`src/rtl/spi_ee_pkg.sv`:
```
// Package: shared types and command decode for the serial EEPROM engine.
// Assumes: 8-bit command bytes, bit 3 is a don't-care.
package spi_ee_pkg;

    typedef enum logic [2:0] {
        S_CMD,        // collecting command byte
        S_ADDR,       // collecting 16-bit address
        S_RD_OUT,     // streaming array data
        S_ST_OUT,     // streaming status byte
        S_WR_DATA,    // collecting array write bytes
        S_SW_DATA,    // collecting status write byte
        S_SW_FULL,    // status byte complete, waiting for deselect
        S_IGNORE      // deaf until deselect (done or locked out)
    } eng_state_t;

    typedef enum logic [2:0] {
        K_NONE, K_WEN, K_WDIS, K_STRD, K_STWR, K_READ, K_WRITE
    } cmd_kind_t;

    // Map a received command byte to its kind; unknown gives K_NONE.
    function automatic cmd_kind_t decode_cmd(input logic [7:0] b);
        cmd_kind_t k;
        k = K_NONE;
        if (b[7:4] == 4'h0) begin
            case (b[2:0])
                3'b110:  k = K_WEN;
                3'b100:  k = K_WDIS;
                3'b101:  k = K_STRD;
                3'b001:  k = K_STWR;
                3'b011:  k = K_READ;
                3'b010:  k = K_WRITE;
                default: k = K_NONE;
            endcase
        end
        return k;
    endfunction

endpackage

```
`src/rtl/spi_ee_pin_sync.sv`:
```
// Module: brings the serial pins into the system clock and finds edges.
// Assumes: clk is at least 8x the serial clock; pause changes only while
// the serial clock is low. Edges are suppressed while deselected or paused.
module spi_ee_pin_sync #(
    parameter int STAGES = 2
) (
    input  logic clk,
    input  logic rst_n,
    input  logic sck,
    input  logic si,
    input  logic cs_n,
    input  logic hold_n,
    output logic sck_rise,
    output logic sck_fall,
    output logic si_s,
    output logic cs_hi,
    output logic cs_rise,
    output logic hold_act
);
    localparam int          NPIN     = 4;
    localparam logic [NPIN-1:0] IDLE_LVL = 4'b0011; // {sck, si, cs_n, hold_n}

    logic [STAGES-1:0][NPIN-1:0] chain;
    logic sck_s, hold_s, sck_p, cs_p;

    // Synchronizer chain for all four pins.
    always_ff @(posedge clk) begin
        if (!rst_n) begin
            for (int i = 0; i < STAGES; i++) chain[i] <= IDLE_LVL;
        end else begin
            chain[0] <= {sck, si, cs_n, hold_n};
            for (int i = 1; i < STAGES; i++) chain[i] <= chain[i-1];
        end
    end

    assign sck_s  = chain[STAGES-1][3];
    assign si_s   = chain[STAGES-1][2];
    assign cs_hi  = chain[STAGES-1][1];
    assign hold_s = chain[STAGES-1][0];

    // Previous levels for edge detection; pause state changes only with sck low.
    always_ff @(posedge clk) begin
        if (!rst_n) begin
            sck_p    <= 1'b0;
            cs_p     <= 1'b1;
            hold_act <= 1'b0;
        end else begin
            sck_p <= sck_s;
            cs_p  <= cs_hi;
            if (!sck_s) hold_act <= !hold_s;
        end
    end

    assign sck_rise = sck_s & ~sck_p & ~hold_act & ~cs_hi;
    assign sck_fall = ~sck_s & sck_p & ~hold_act & ~cs_hi;
    assign cs_rise  = cs_hi & ~cs_p;

endmodule

```
`src/rtl/spi_ee_so_shift.sv`:
```
// Module: output shifter; loads a byte on the first falling edge of each
// byte slot and shifts MSB first on the following ones.
// Assumes: load_data is settled before the falling edge that takes it.
module spi_ee_so_shift #(
    parameter int W = 8
) (
    input  logic         clk,
    input  logic         rst_n,
    input  logic         clear,
    input  logic         run,
    input  logic         fall,
    input  logic [W-1:0] load_data,
    output logic         so_bit,
    output logic         live,
    output logic         taken
);
    localparam int CW = $clog2(W);

    logic [W-1:0]  sreg;
    logic [CW-1:0] ocnt;

    assign taken  = run & fall & (ocnt == '0);
    assign so_bit = sreg[W-1];

    // Shift register and bit slot counter.
    always_ff @(posedge clk) begin
        if (!rst_n || clear) begin
            sreg <= '0;
            ocnt <= '0;
            live <= 1'b0;
        end else if (run && fall) begin
            if (ocnt == '0) begin
                sreg <= load_data;
                live <= 1'b1;
            end else begin
                sreg <= {sreg[W-2:0], 1'b0};
            end
            ocnt <= (ocnt == CW'(W-1)) ? '0 : ocnt + 1'b1;
        end
    end

endmodule

```
`src/rtl/spi_ee_cmd_engine.sv`:
```
// Module: top of the serial EEPROM command engine. Decodes the command,
// gathers address and data, streams array or status bytes, and raises
// request pulses for the write sequencer.
// Assumes: synchronous RAM (data one cycle after strobe); sequencer owns
// write-enable and protection policy.
module spi_ee_cmd_engine
    import spi_ee_pkg::*;
#(
    parameter int ADDR_W      = 16,
    parameter int PAGE_BITS   = 7,
    parameter int SYNC_STAGES = 2
) (
    input  logic              clk,
    input  logic              rst_n,
    input  logic              sck,
    input  logic              si,
    input  logic              cs_n,
    input  logic              hold_n,
    output logic              so,
    output logic              so_oe,
    output logic              mem_rd_en,
    output logic [ADDR_W-1:0] mem_rd_addr,
    input  logic [7:0]        mem_rd_data,
    input  logic              seq_busy,
    input  logic [7:0]        seq_status,
    output logic              wren_req,
    output logic              wrdi_req,
    output logic              wrsr_req,
    output logic [7:0]        wrsr_data,
    output logic              wr_byte_valid,
    output logic [ADDR_W-1:0] wr_byte_addr,
    output logic [7:0]        wr_byte_data,
    output logic              wr_commit
);
    localparam int BYTE_W = 8;
    localparam int CNT_W  = $clog2(ADDR_W + 1);
    localparam logic [CNT_W-1:0] LAST_BIT  = CNT_W'(BYTE_W - 1);
    localparam logic [CNT_W-1:0] LAST_ABIT = CNT_W'(ADDR_W - 1);

    logic sck_rise, sck_fall, si_s, cs_hi, cs_rise, hold_act;
    eng_state_t state;
    cmd_kind_t  kind, dec;
    logic [ADDR_W-1:0] sh_in, rd_next, wr_addr, addr_in;
    logic [CNT_W-1:0]  bitcnt;
    logic [7:0]        byte_in, obuf;
    logic rd_pend, got_byte, so_bit, out_live, taken, out_run;

    spi_ee_pin_sync #(.STAGES(SYNC_STAGES)) u_sync (
        .clk(clk), .rst_n(rst_n), .sck(sck), .si(si), .cs_n(cs_n),
        .hold_n(hold_n), .sck_rise(sck_rise), .sck_fall(sck_fall),
        .si_s(si_s), .cs_hi(cs_hi), .cs_rise(cs_rise), .hold_act(hold_act)
    );

    assign out_run = (state == S_RD_OUT) || (state == S_ST_OUT);

    spi_ee_so_shift #(.W(BYTE_W)) u_out (
        .clk(clk), .rst_n(rst_n), .clear(cs_hi), .run(out_run),
        .fall(sck_fall), .load_data(obuf), .so_bit(so_bit),
        .live(out_live), .taken(taken)
    );

    assign byte_in = {sh_in[BYTE_W-2:0], si_s};
    assign addr_in = {sh_in[ADDR_W-2:0], si_s};
    assign dec     = decode_cmd(byte_in);
    assign so_oe   = out_live & out_run & ~cs_hi & ~hold_act;
    assign so      = so_bit & so_oe;

    // Main sequence: command, address, data phases and request pulses.
    always_ff @(posedge clk) begin
        if (!rst_n) begin
            state <= S_CMD;  kind <= K_NONE;  bitcnt <= '0;  sh_in <= '0;
            rd_next <= '0;  wr_addr <= '0;  got_byte <= 1'b0;
            mem_rd_en <= 1'b0;  mem_rd_addr <= '0;
            wren_req <= 1'b0;  wrdi_req <= 1'b0;  wrsr_req <= 1'b0;
            wrsr_data <= '0;  wr_byte_valid <= 1'b0;  wr_byte_addr <= '0;
            wr_byte_data <= '0;  wr_commit <= 1'b0;
        end else begin
            mem_rd_en <= 1'b0;  wren_req <= 1'b0;  wrdi_req <= 1'b0;
            wrsr_req <= 1'b0;  wr_byte_valid <= 1'b0;  wr_commit <= 1'b0;
            if (cs_hi) begin
                wr_commit <= cs_rise && state == S_WR_DATA && got_byte && bitcnt == '0;
                wrsr_req  <= cs_rise && state == S_SW_FULL;
                state <= S_CMD;  bitcnt <= '0;  got_byte <= 1'b0;
            end else if (sck_rise) begin
                sh_in  <= addr_in;
                bitcnt <= bitcnt + 1'b1;
                case (state)
                    S_CMD: if (bitcnt == LAST_BIT) begin
                        bitcnt <= '0;
                        kind   <= dec;
                        if (seq_busy && dec != K_STRD) state <= S_IGNORE;
                        else case (dec)
                            K_WEN:   begin wren_req <= 1'b1; state <= S_IGNORE; end
                            K_WDIS:  begin wrdi_req <= 1'b1; state <= S_IGNORE; end
                            K_STRD:  state <= S_ST_OUT;
                            K_STWR:  state <= S_SW_DATA;
                            K_READ,
                            K_WRITE: state <= S_ADDR;
                            default: state <= S_IGNORE;
                        endcase
                    end
                    S_ADDR: if (bitcnt == LAST_ABIT) begin
                        bitcnt <= '0;
                        if (kind == K_READ) begin
                            mem_rd_en   <= 1'b1;
                            mem_rd_addr <= addr_in;
                            rd_next     <= addr_in + 1'b1;
                            state       <= S_RD_OUT;
                        end else begin
                            wr_addr <= addr_in;
                            state   <= S_WR_DATA;
                        end
                    end
                    S_WR_DATA: if (bitcnt == LAST_BIT) begin
                        bitcnt        <= '0;
                        got_byte      <= 1'b1;
                        wr_byte_valid <= 1'b1;
                        wr_byte_addr  <= wr_addr;
                        wr_byte_data  <= byte_in;
                        wr_addr[PAGE_BITS-1:0] <= wr_addr[PAGE_BITS-1:0] + 1'b1;
                    end
                    S_SW_DATA: if (bitcnt == LAST_BIT) begin
                        bitcnt    <= '0;
                        wrsr_data <= byte_in;
                        state     <= S_SW_FULL;
                    end
                    S_SW_FULL: state <= S_IGNORE;
                    default: bitcnt <= bitcnt;
                endcase
            end else if (taken && state == S_RD_OUT) begin
                mem_rd_en   <= 1'b1;
                mem_rd_addr <= rd_next;
                rd_next     <= rd_next + 1'b1;
            end
        end
    end

    // Output byte buffer: RAM data one cycle after the strobe, or live status.
    always_ff @(posedge clk) begin
        if (!rst_n) begin
            rd_pend <= 1'b0;
            obuf    <= '0;
        end else begin
            rd_pend <= mem_rd_en;
            if (state == S_ST_OUT) obuf <= seq_busy ? 8'hFF : seq_status;
            else if (rd_pend)      obuf <= mem_rd_data;
        end
    end

    // a pause freezes the sequence position.
    a_r6_hold_freeze: assert property (@(posedge clk) disable iff (!rst_n)
        (hold_act && !cs_hi) |=> ($stable(bitcnt) && $stable(state)))
        else $error("R6 sequence moved while paused");

    // a deaf transaction issues neither reads nor write bytes.
    a_r4_ignore_quiet: assert property (@(posedge clk) disable iff (!rst_n)
        (state == S_IGNORE && !cs_hi) |=> (!mem_rd_en && !wr_byte_valid && !so_oe))
        else $error("R4 activity while locked out");

    // at most one request pulse in any cycle.
    a_r1_req_onehot: assert property (@(posedge clk) disable iff (!rst_n)
        $onehot0({wren_req, wrdi_req, wrsr_req, wr_commit, wr_byte_valid, mem_rd_en}))
        else $error("R1 overlapping requests");

    // commit only after an array write that ended on a byte boundary.
    a_r8_commit_boundary: assert property (@(posedge clk) disable iff (!rst_n)
        wr_commit |-> ($past(state) == S_WR_DATA && $past(bitcnt) == '0 && $past(got_byte)))
        else $error("R8 commit off a byte boundary");

    // deselect silences the output.
    a_r7_deselect_quiet: assert property (@(posedge clk) disable iff (!rst_n)
        $rose(cs_hi) |=> !so_oe)
        else $error("R7 output enabled after deselect");

endmodule

```
`config.mk`:
```
export PLATFORM = sky130hd
export DESIGN_NAME = spi_ee_cmd_engine
export DESIGN_NICKNAME = d
export VERILOG_FILES = /design/src/rtl/spi_ee_pkg.sv /design/src/rtl/spi_ee_pin_sync.sv /design/src/rtl/spi_ee_so_shift.sv /design/src/rtl/spi_ee_cmd_engine.sv
export SDC_FILE = /design/constraint.sdc
export NUM_CORES = 1
export LEC_CHECK = 0
export ABC_AREA = 1
export CAP_MARGIN = 0
export CORE_ASPECT_RATIO = 0.75
export CORE_MARGIN = 1
export CORE_UTILIZATION = 35
export CTS_BUF_LIST = sky130_fd_sc_hd__clkbuf_8
export CTS_CLUSTER_DIAMETER = 150
export CTS_CLUSTER_SIZE = 25
export DETAILED_ROUTE_END_ITERATION = 8
export PLACE_DENSITY = 0.55
export REMOVE_ABC_BUFFERS = 1
export SLEW_MARGIN = 20
export SYNTH_ARGS = -nofsm -noshare
export SYNTH_HDL_FRONTEND = slang
export SYNTH_SLANG_ARGS = --single-unit
```
`constraint.sdc`:
```
create_clock -name clk -period 6.1 [get_ports clk]
set_clock_uncertainty 0.15 [all_clocks]
set_input_delay 1.22 -clock clk [delete_from_list [all_inputs] [get_ports clk]]
set_output_delay 1.22 -clock clk [all_outputs]
set_load 0.005 [all_outputs]
```
# Yosys cells after proc, flatten, opt, wreduce, memory -nomap -nowiden
# Cells that the tools add are included.
# W data, S select, Z words.
dict set report op_classes {
  n_bitwise 24
  reduce_logical 37
  n_eq_ne 31
  n_mux 39
  addsub 5
}
# cell count
set ops {}
lappend ops {{$mux W16} 10}
lappend ops {{$eq A3 B3 Y1 const B} 11}
lappend ops {{$add A16 B1 Y16 const B} 2}
lappend ops {{$mux W8} 4}
lappend ops {{$mux W3} 7}
lappend ops {{$mux W7} 3}
lappend ops {{$eq A3 B2 Y1 const B} 6}
lappend ops {{$pmux W3 S6} 1}
lappend ops {{$pmux W5 S3} 1}
lappend ops {{$reduce_and A5 Y1} 3}
lappend ops {{$pmux W7 S2} 1}
lappend ops {{$and A1 B1 Y1} 13}
lappend ops {{$pmux W3 S4} 1}
lappend ops {{$reduce_and A4 Y1} 3}
lappend ops {{$not A1 Y1} 11}
lappend ops {{$mux W5} 2}
lappend ops {{$eq A3 B1 Y1 const B} 3}
lappend ops {{$pmux W3 S3} 1}
lappend ops {{$mux W1} 8}
lappend ops {{$ne A2 B1 Y1 const B} 4}
lappend ops {{$ne A2 B2 Y1 const B} 4}
lappend ops {{$reduce_and A2 Y1} 4}
lappend ops {{$add A7 B1 Y7 const B} 1}
lappend ops {{$logic_and A1 B1 Y1} 7}
lappend ops {{other kinds (19)} 25}
dict set report totals {
  input_bits 23
  output_inout_bits 56
  ff_bits 145
}

# Logic depth before layout (Yosys ltp)
# Gate-level depths: netlist of run 1.
dict set report logic_depth {
  depth_word 9
  mapped_depth 14
  mapped_depth_nobuf 14
}

# Hierarchy
# From an unflattened synthesis of run 1, not the netlist that was laid out.
dict set report unflattened {
  cells_unflattened 876
  area_unflattened_um2 6515.0
}
# module n_inst seq_area_each_um2 area_each_um2 cells_each
set by_module_without_submodules {}
lappend by_module_without_submodules {spi_ee_cmd_engine 1 2442.3 5440.2 736}
lappend by_module_without_submodules {spi_ee_so_shift 1 240.2 715.7 94}
lappend by_module_without_submodules {spi_ee_pin_sync 1 220.2 359.1 46}

# Least setup slack after synthesis of run 1
# No wires, ideal clock.
dict set report synth_path {
  kind {input to register}
  startpoint {input rst_n}
  endpoint {register u_out.sreg[3]}
  cell_stages 5
  t_required_ns 5.864
  n_path_buf 1
  arrival_time_ns 2.013
  slack_ns 3.851
  path_cell_list {inv_2 -> nor2_1 -> inv_2 -> clkbuf_1 -> a211oi_1}
}
dict set report synth_via {
  elab_chain_len 2
}
# element line_no
set synth_lines {}
lappend synth_lines {{start, declared} spi_ee_cmd_engine.sv:14} ;# input logic rst_n,
lappend synth_lines {{$logic_not A1 Y1} spi_ee_so_shift.sv:27} ;# if (!rst_n || clear) begin
lappend synth_lines {{$logic_or A1 B1 Y1} spi_ee_so_shift.sv:27}
lappend synth_lines {{end signal, assigned} spi_ee_so_shift.sv:33} ;# sreg <= load_data;
lappend synth_lines {{end signal, assigned} spi_ee_so_shift.sv:36} ;# sreg <= {sreg[W-2:0], 1'b0};
lappend synth_lines {{end, declared} spi_ee_so_shift.sv:19} ;# logic [W-1:0] sreg;
# Every way passes these cells.
# A chain may end at the register's enable or synchronous reset.

# Worst setup path in the final report of run 1
dict set report layout_path {
  startpoint {register state[2]}
  endpoint {output so}
}
dict set report layout_via {
  elab_chain_len 6
  elab_cells_between_ends 7
  cone_classes {2 x eq/ne; 4 x bitwise; 1 x reduce/logical}
}
# element line_no
set layout_lines {}
lappend layout_lines {{start, declared} spi_ee_cmd_engine.sv:41} ;# eng_state_t state;
lappend layout_lines {{start signal, assigned} spi_ee_cmd_engine.sv:71} ;# state <= S_CMD; kind <= K_NONE; bitcnt <= '0; sh_in <= '0;
lappend layout_lines {{start signal, assigned} spi_ee_cmd_engine.sv:83} ;# state <= S_CMD; bitcnt <= '0; got_byte <= 1'b0;
lappend layout_lines {{start signal, assigned} spi_ee_cmd_engine.sv:91} ;# if (seq_busy && dec != K_STRD) state <= S_IGNORE;
lappend layout_lines {{$eq A3 B2 Y1} spi_ee_cmd_engine.sv:54} ;# assign out_run = (state == S_RD_OUT) || (state == S_ST_OUT);
lappend layout_lines {{$logic_or A1 B1 Y1 *} spi_ee_cmd_engine.sv:54}
lappend layout_lines {{$and A1 B1 Y1 * (3 in a row)} spi_ee_cmd_engine.sv:65} ;# assign so_oe = out_live & out_run & ~cs_hi & ~hold_act;
lappend layout_lines {{$and A1 B1 Y1 *} spi_ee_cmd_engine.sv:66} ;# assign so = so_bit & so_oe;
lappend layout_lines {{end, declared} spi_ee_cmd_engine.sv:19} ;# output logic so,
# Every way passes the cells marked *; elsewhere a longest branch is shown, timed or not.

==> results of run 1 <==
[layout by cell type, fill, tap and decap left out, types with 3 or more instances in the layout]
cell,instances
xor2_1,7
o21ai_1,3
clkbuf_8,20
nor2_4,5
nor2_2,7
o21ai_0,92
ha_1,9
o211ai_1,3
nand4_1,10
inv_2,7
nand2_2,8
nand2_1,151
a31oi_1,7
clkinv_2,4
nor2_1,82
dfxtp_1,145
inv_1,106
a311oi_1,8
nand3_1,39
a21oi_1,69
nor3_1,20
or2_2,5
clkdlybuf4s50_1,77
a211oi_1,18
[through the flow]
stage | setup slack, ns | hold WS (ns) | util, % | total power [W] | std cells
after floorplan | 3.75 | 0.237 | - | 0.000990 | 810
after global placement | 2.57 | 0.243 | 41.0 | 0.00102 | 1132
after detailed placement | 2.50 | 0.245 | 41.0 | 0.00102 | 1132
after CTS | 2.74 | 0.256 | 42.9 | 0.00171 | 1162
after global routing | 2.65 | 0.279 | 42.9 | 0.00176 | 1162
final | 2.81 | 0.257 | 42.9 | 0.00168 | 1162
[power groups by stage]
stage          Combinational [W]  Clock, W  Sequential (W)
3_3_place_gp           0.0000464         0        0.000973
4_1_cts                0.0000468  0.000707        0.000951
6_report               0.0000459  0.000687        0.000951
2_1_floorplan          0.0000178         0        0.000973
5_1_grt                0.0000516  0.000755        0.000952
3_5_place_dp           0.0000466         0        0.000973
[state kept, by name, indices dropped and copies added (netlist names), 3 cells and up]
register,flops
mem_rd_addr,16
rd_next,16
wr_addr,16
wr_byte_addr,16
sh_in,15
obuf,8
u_out.sreg,8
wr_byte_data,8
wrsr_data,8
u_sync.chain,6
bitcnt,5
kind,3
state,3
u_out.ocnt,3
[final timing paths]
check                           cells after the start         endpoint             from
worst min-delay path                                1  u_sync.hold_act  u_sync.chain[4]
worst max register to register                     10      rd_next[14]     u_sync.cs_hi
worst min register to register                      1  u_sync.hold_act  u_sync.chain[4]
worst max-delay path                                4               so         state[2]
[metal layers]
| layer | wire length (um) | vias to the layer above | global-route usage [%] | share of wire (%) |
|---|---|---|---|---|
| met5 | 0 | - | 0 | 0 |
| met1 | 8350 | 2408 | 27.0 | 55 |
| li1 | - | 2899 | - | - |
| met3 | 874 | 2 | 3.92 | 5.7 |
| met4 | 49 | 0 | 5.27 | 0.32 |
| met2 | 5930 | 110 | 23.2 | 39 |
[layout make-up]
cell class | count | area share [%]
clock inverter | 10 | 0.960
clock buffer | 20 | 3.64
sequential | 145 | 38.4
timing repair buffer | 80 | 10.5
multi-input combinational | 555 | 37.1
inverter | 110 | 5.46
tap | 242 | 4.01
[cell families after synthesis]
logic type | share of synthesized area [%]
xor+xnor | 1.25
compound gates | 17.6
fa+ha+maj | 1.79
simple gates | 23.8
buf+inv | 9.40
flops | 46.1
[worst reg2reg max path, cell delays in order, from the launching register on]
cell and delay (ns):
dfxtp_1 0.39, nor2_4 0.37, nand3b_2 0.45, nor2_2 0.28, nand2_1 0.11, nand2_2 0.43
inv_1 0.42, nor2_1 0.24, nand2_1 0.07, inv_1 0.05, nor2_1 0.03
==> results.py, run 1 <==
metrics = {
    "sta": {
        "fin_tns_setup_ns": 0,
        "hold_violations": 0,
        "rsz0062_at_grt": "false",
        "relSlewSlack_pct": 46.0,
        "fmax_ghz": 0.304,
        "fin_crit_ns": 3.29,
        "fin_crit_sh_pct": 53.9,
        "setup_violations": 0,
        "worst_slew_pin_slew_ns": 0.807,
        "drv_slew": 0,
    },
    "synthesis": {
        "ys_ff_latch": 145,
        "ys.flop_type": "dfxtp_1",
        "async_reset_ff_share_pct": 0,
        "ys_seq_area_share_pct": 46.1,
        "synth_cell_types": 36,
        "synth_area_leaders": "dfxtp_1 46%, nand2_1 9.0%, o21ai_0 7.3%",
        "postSynthAreaPerCell_um2": 7.42,
        "synth_top_cell_by_area": "dfxtp_1",
        "ys_warn_count": 0,
        "synth.most_common_cell": "nand2_1",
        "yosysTopAreaCellShare_pct": 46.1,
        "synth_area_um2": 6300,
        "netlist_instances": 848,
        "synthTopCellsByCount": "151 x nand2_1, 145 x dfxtp_1, 102 x inv_1",
        "synth_edf_count": 0,
    },
    "floorplanning": {
        "die_area_um2": 18500,
        "initial_core_util_pct": 35.8,
        "fp.dieW_um": 157,
        "fp.dieH_um": 118,
        "num_rows": 42,
        "ioPinCount": 79,
        "core_um2": 17600,
    },
    "drt": {
        "drc": 0,
        "drt_wl_total_mm": 15.2,
        "vias": 5419,
        "viasPerCell": 4.66,
        "drt_iter0_markers": 343,
        "ant_nets": 0,
        "drt_first_pass_iters": 4,
        "wire_per_inst_um": 13.1,
    },
    "clocking": {
        "clockBufferDepth": 2,
        "clk_pin_slew_ns": 0.07,
        "cts_tree": "yes",
        "htreeDepth": 4,
        "cts_sinks": 145,
        "clock_latency_ns": 0.45,
        "postCtsHoldBufs": 0,
        "cts_setup_buffers": 0,
        "cts_root_buf": "clkbuf_8",
        "cts_made_buffers": 17,
        "cts_resized": 0,
    },
    "critical_path": {
        "critical_path_buf_inv_count": 2,
        "crit_path_end_kind": "primary output",
        "reg2reg_slack_ns": 3.00,
        "worstPathArrival_ns": 1.92,
        "path_delay_family": "buffers and inverters",
        "critPathKind": "register to primary output",
        "cpPeakStageDelay_ns": 0.56,
        "path_cells": "inv_1 -> nand2_1 -> nor4_1 -> clkdlybuf4s50_1",
        "cp_max_fo": 6,
        "start_kind": "register",
        "critPathSlowestCell": "clkdlybuf4s50_1",
        "required_ns": 4.73,
    },
    "power": {
        "p_clk_share_pct": 40.8,
        "p_comb_share_pct": 2.7,
        "internal-power_w": 0.00131,
        "seqPwrFrac_pct": 56.5,
        "ir_drop_mv": 0.0930,
        "powerDensity_nw_per_um2": 223,
        "leakagePower_nw": 2.78,
        "p_sw_share_pct": 22.3,
        "switching_power_w": 0.000376,
    },
    "grt": {
        "track_usage_pct": 17.4,
        "grt_pass1_wl_mm": 25.1,
        "grt_start_max_net_pins": 56,
        "antenna_found_initial": 0,
        "overflow": 0,
        "first_global_vias": 4891,
    },
    "outcome": {
        "outcome": "finished, final reports clean",
    },
    "layout": {
        "n_fill_cell": 1853,
        "stdcell_area_um2": 7560,
        "nNetsFinal": 941,
        "regArea_um2": 2900,
        "antennaDiodeCount": 0,
        "area_growth_pct": 20.1,
        "drive_above_1_share_pct": 7.50,
        "multiInputGateArea_um2": 2800,
    },
    "placed_design": {
        "post_dp_cell_area_um2": 7210,
        "hpwl_mm": 10.7,
        "port_buffers": 78,
        "place.gp.congestion": 0.823,
    },
    "min_path": {
        "worstHoldPathType": "register to register",
    },
    "job": {
        "cap_violations": 0,
    },
}
No activity file was read; power rests on OpenSTA's default activity.
==> run 2, diff against run 1 <==
- clock period: 6.1 -> 3.31 ns (I/O delays scaled with it)
==> run 2 against run 1 <==
Net effect:
- routed wire length up 0.38%
- cell area increased by 1.5%
- global-route usage down 0.13 points
- critical path depth unchanged
- non-clock buffer count increased by 5
- sequential power rose by 84%
- combinational power grew 88%
- die area did not move
- count of clock-buffer cells in the layout is 2 higher
- largest cell class unchanged
==> results.py, run 2 (synthesis results as in run 1) <==
metrics = {
    "critical_path": {
        "path_cells": "inv_1 -> nand2_1 -> nor4_1 -> clkdlybuf4s50_1",
        "start_kind": "register",
        "r2r_end": "rd_next[14]",
        "cp_max_fo": 6,
        "crit_path_end_kind": "primary output",
        "worstPathArrival_ns": 1.96,
        "reg2reg_slack_ns": 0.74,
        "cpPeakStageDelay_ns": 0.58,
        "critPathKind": "register to primary output",
        "required_ns": 2.50,
        "reg2reg_from": "u_sync.cs_hi",
        "critPathSlowestCell": "clkdlybuf4s50_1",
        "reg2regPathDepth": 10,
    },
    "drt": {
        "drt_first_pass_iters": 5,
        "drt_iter0_markers": 453,
        "vias": 5502,
        "ant_nets": 0,
        "wire_per_inst_um": 13.1,
        "drc": 0,
        "viasPerCell": 4.71,
        "drt_wl_total_mm": 15.3,
    },
    "job": {
        "cap_violations": 0,
    },
    "floorplanning": {
        "fp.dieW_um": 157,
        "ioPinCount": 79,
        "die_area_um2": 18500,
        "initial_core_util_pct": 35.8,
        "core_um2": 17600,
        "num_rows": 42,
        "fp.dieH_um": 118,
    },
    "sta": {
        "hold_ws_ns": 0.275,
        "setup_violations": 0,
        "worst_slew_pin_slew_ns": 0.648,
        "fin_crit_sh_pct": 83.7,
        "drv_slew": 0,
        "rsz0062_at_grt": "false",
        "fin_crit_ns": 2.77,
        "fin_tns_setup_ns": 0,
        "fmax_ghz": 0.361,
        "relSlewSlack_pct": 56.7,
        "hold_violations": 0,
    },
    "layout": {
        "nNetsFinal": 946,
        "final_common_cell": "nand2_1",
        "drive_above_1_share_pct": 8.41,
        "antennaDiodeCount": 0,
        "final_cell_mix": "151 x nand2_1, 145 x dfxtp_1, 104 x inv_1",
        "area_growth_pct": 21.8,
    },
    "power": {
        "internal-power_w": 0.00255,
        "p_clk_share_pct": 44.0,
        "p_sw_share_pct": 22.4,
        "powerDensity_nw_per_um2": 428,
        "p_comb_share_pct": 2.6,
        "switching_power_w": 0.000735,
        "leakagePower_nw": 2.83,
        "seqPwrFrac_pct": 53.4,
        "ir_drop_mv": 0.205,
    },
    "min_path": {
        "hp-start": "u_sync.chain[2]",
        "hold_depth": 2,
        "worstHoldPathType": "register to register",
        "holdPathEnd": "u_sync.si_s",
    },
    "clocking": {
        "cts_sinks": 145,
        "clk_pin_slew_ns": 0.08,
        "clockBufferDepth": 2,
        "postCtsHoldBufs": 0,
        "cts_resized": 0,
        "cts_root_buf": "clkbuf_8",
        "cts_tree": "yes",
        "cts_setup_buffers": 0,
        "cts_made_buffers": 17,
        "htreeDepth": 4,
        "clock_latency_ns": 0.46,
    },
    "grt": {
        "track_usage_pct": 17.2,
        "antenna_found_initial": 0,
        "busiest_layer": "met1",
        "first_global_vias": 4794,
        "grtUsageMet1_pct": 27.4,
        "overflow": 0,
        "grt_pass1_wl_mm": 25.0,
        "grt_util_met2_pct": 22.0,
        "met3_usage_pct": 4.47,
        "grt_start_max_net_pins": 86,
    },
    "outcome": {
        "outcome": "finished, final reports clean",
    },
    "placed_design": {
        "hpwl_mm": 10.6,
        "place.gp.congestion": 0.844,
        "port_buffers": 78,
    },
}
-- run 2: cell type report --
cell class,instances,area (um2)
fillers,1848,9930
flip-flops and latches,145,2900
multi-input cells,555,2800
repair buffers,85,841
inverters,110,413
clock buffers,22,303
well taps,242,303
clock inverters,10,108
-- run 2: metrics by stage --
step,cells,power [W],area (um2),util (%),worst slack (ns)
6_report,1169,0.00329,7670,43.6,0.541
5_1_grt,1169,0.00340,7670,43.6,0.413
3_5_place_dp,1137,0.00188,7260,41.2,0.735
4_1_cts,1169,0.00332,7670,43.6,0.484
3_3_place_gp,1137,0.00188,7260,41.2,0.807
2_1_floorplan,810,0.00183,6120,-,0.961
-- run 2: power by group through the flow --
| stage | Combinational, W | Clock (W) | Sequential (W) |
|---|---|---|---|
| after floorplan | 0.0000327 | 0 | 0.00179 |
| after global placement | 0.0000892 | 0 | 0.00179 |
| after detailed placement | 0.0000882 | 0 | 0.00179 |
| after CTS | 0.0000885 | 0.00148 | 0.00175 |
| after global routing | 0.0000975 | 0.00155 | 0.00175 |
| final | 0.0000865 | 0.00145 | 0.00175 |
-- run 2: worst max-delay path by stage --
stage                       startpoint     endpoint  slack (ns)  depth (start not counted)
after floorplan           u_sync.cs_hi   rd_next[8]        0.96                         10
after global placement    u_sync.cs_hi  rd_next[14]        0.81                         10
after detailed placement  u_sync.cs_hi  rd_next[14]        0.74                         10
after CTS                     state[2]           so        0.48                          4
after global routing          state[1]           so        0.41                          3
final                         state[2]           so        0.54                          4
-- run 2: layer usage --
layer  wire, um  part of all wire [%]
met5          0                     0
met4        155                   1.0
met3        909                   6.0
met2       5830                    38
met1       8370                    55
-- run 2: critical path: cells and delay by family (launching register included) --
family / cells / cell delay [ns]
flip-flops: 1 / 0.36
buffers and inverters: 2 / 0.69
AND/OR/NAND/NOR: 2 / 0.47
==> run 3, diff against run 2 <==
- clock period: 3.31 -> 2.72 ns (I/O delays scaled with it)
==> run 3 against run 2 <==
Net effect:
- clock power is 12% higher
- cell area hardly changed
- combinational power is 27% higher
- critical path depth stayed put
- sequential power is 22% higher
- non-clock buffer count is 5 higher
- sequential share of layout area hardly changed
- highest routed layer unchanged
==> results.py, run 3 (synthesis results as in run 1) <==
metrics = {
    "layout": {
        "drive_above_1_share_pct": 9.23,
        "final_cell_mix": "151 x nand2_1, 144 x dfxtp_1, 103 x inv_1",
        "final_common_cell": "nand2_1",
        "area_growth_pct": 22.0,
        "fin_util_pct": 43.6,
        "antennaDiodeCount": 0,
        "nNetsFinal": 951,
        "multiInputGateArea_um2": 2810,
        "stdcell_count": 1174,
        "regArea_um2": 2900,
        "n_fill_cell": 1845,
    },
    "grt": {
        "grt_start_max_net_pins": 86,
        "track_usage_pct": 17.6,
        "grt_pass1_wl_mm": 25.6,
        "antenna_found_initial": 0,
        "first_global_vias": 4965,
        "overflow": 0,
    },
    "drt": {
        "drt_iter0_markers": 378,
        "wire_per_inst_um": 13.1,
        "vias": 5538,
        "wl_met1_mm": 8.66,
        "viasPerCell": 4.72,
        "wl_met3_um": 717,
        "highest_layer": "met4",
        "drt_first_pass_iters": 6,
        "wl_met2_mm": 5.88,
        "ant_nets": 0,
        "drc": 0,
        "drt_wl_total_mm": 15.4,
    },
    "power": {
        "ir_drop_mv": 0.248,
        "p_clk_share_pct": 41.9,
        "p_sw_share_pct": 23.7,
        "internal-power_w": 0.00294,
        "switching_power_w": 0.000917,
        "p_comb_share_pct": 2.8,
        "leakagePower_nw": 2.83,
        "seqPwrFrac_pct": 55.3,
        "powerDensity_nw_per_um2": 503,
    },
    "clocking": {
        "cts_tree": "yes",
        "clock_latency_ns": 0.46,
        "clk_pin_slew_ns": 0.08,
        "htreeDepth": 4,
        "clockBufferDepth": 2,
        "cts_root_buf": "clkbuf_8",
        "cts_made_buffers": 17,
        "cts_sinks": 145,
        "cts_setup_buffers": 0,
    },
    "critical_path": {
        "cpPeakStageDelay_ns": 0.55,
        "path_cells": "inv_1 -> nand2_1 -> nor4_2 -> clkdlybuf4s50_1",
        "critPathSlowestCell": "clkdlybuf4s50_1",
        "start_kind": "register",
        "worstPathArrival_ns": 1.89,
        "crit_path_end_kind": "primary output",
        "required_ns": 2.03,
        "cp_max_fo": 6,
        "critPathKind": "register to primary output",
    },
    "outcome": {
        "outcome": "finished, final reports clean",
    },
    "placed_design": {
        "port_buffers": 78,
        "hpwl_mm": 10.6,
        "place.gp.congestion": 0.863,
        "pre_cts_ws_ns": 0.293,
        "dp.cells": 1142,
    },
    "sta": {
        "worst_slack_ns": 0.135,
        "hold_violations": 0,
        "setup_violations": 0,
        "fmax_ghz": 0.387,
        "rsz0062_at_grt": "false",
        "hold_ws_ns": 0.259,
        "relSlewSlack_pct": 66.6,
        "drv_slew": 0,
        "fin_crit_ns": 2.58,
        "fin_crit_sh_pct": 95.0,
        "worst_slew_pin_slew_ns": 0.500,
        "fin_tns_setup_ns": 0,
    },
    "floorplanning": {
        "die_area_um2": 18500,
        "num_rows": 42,
        "initial_core_util_pct": 35.8,
        "core_um2": 17600,
        "fp.dieH_um": 118,
        "ioPinCount": 79,
        "fp.dieW_um": 157,
    },
    "job": {
        "cap_violations": 0,
    },
    "min_path": {
        "worstHoldPathType": "register to register",
    },
}
## run 3: per-layer routing
layer | up-vias | GRT usage, %
li1 | 2926 | -
met1 | 2491 | 27.6
met2 | 109 | 23.1
met3 | 12 | 3.89
met4 | 0 | 5.33
met5 | - | 0
## run 3: critical path, delay by kind of cell, from the launching register on
family        cells  cell delay, ns
buf+inv           2            0.66
flops             1            0.37
simple gates      2            0.41
## run 3: what timing repair did
| item | 4_1_cts | 5_1_grt |
|---|---|---|
| hold buffers | 0 | 0 |
| setup endpoints to repair | 0 | 2 |
| endpoints found under the hold margin | 0 | 0 |
| resized for setup | 0 | 2 |
## run 3: metrics by stage
step           power [W]  cell area (um2)
2_1_floorplan    0.00222             6120
3_3_place_gp     0.00229             7300
3_5_place_dp     0.00229             7300
4_1_cts          0.00392             7670
5_1_grt          0.00402             7680
6_report         0.00386             7680
## run 3: final cells by class
class,instances,area share (%)
Inverter,110,5.38
Timing Repair Buffer,90,11.4
Clock inverter,13,1.45
Clock buffer,19,3.41
Sequential cell,145,37.8
Tap cell,242,3.94
Multi-Input combinational cell,555,36.6
## run 3: path summary, 6_finish.rpt
kind	from	endpoint	slack (ns)	depth (start not counted)
max reg2reg	bitcnt[0]	rd_next[14]	0.33	13
max	state[2]	so	0.14	4
min reg2reg	u_sync.chain[4]	u_sync.hold_act	0.26	1
min	u_sync.chain[4]	u_sync.hold_act	0.26	1
## run 3: power by group through the flow
stage	Clock, W	Combinational (W)	Sequential [W]
2_1_floorplan	0	0.0000398	0.00218
3_3_place_gp	0	0.000111	0.00218
3_5_place_dp	0	0.000111	0.00218
4_1_cts	0.00168	0.000111	0.00213
5_1_grt	0.00176	0.000123	0.00213
6_report	0.00162	0.000110	0.00213
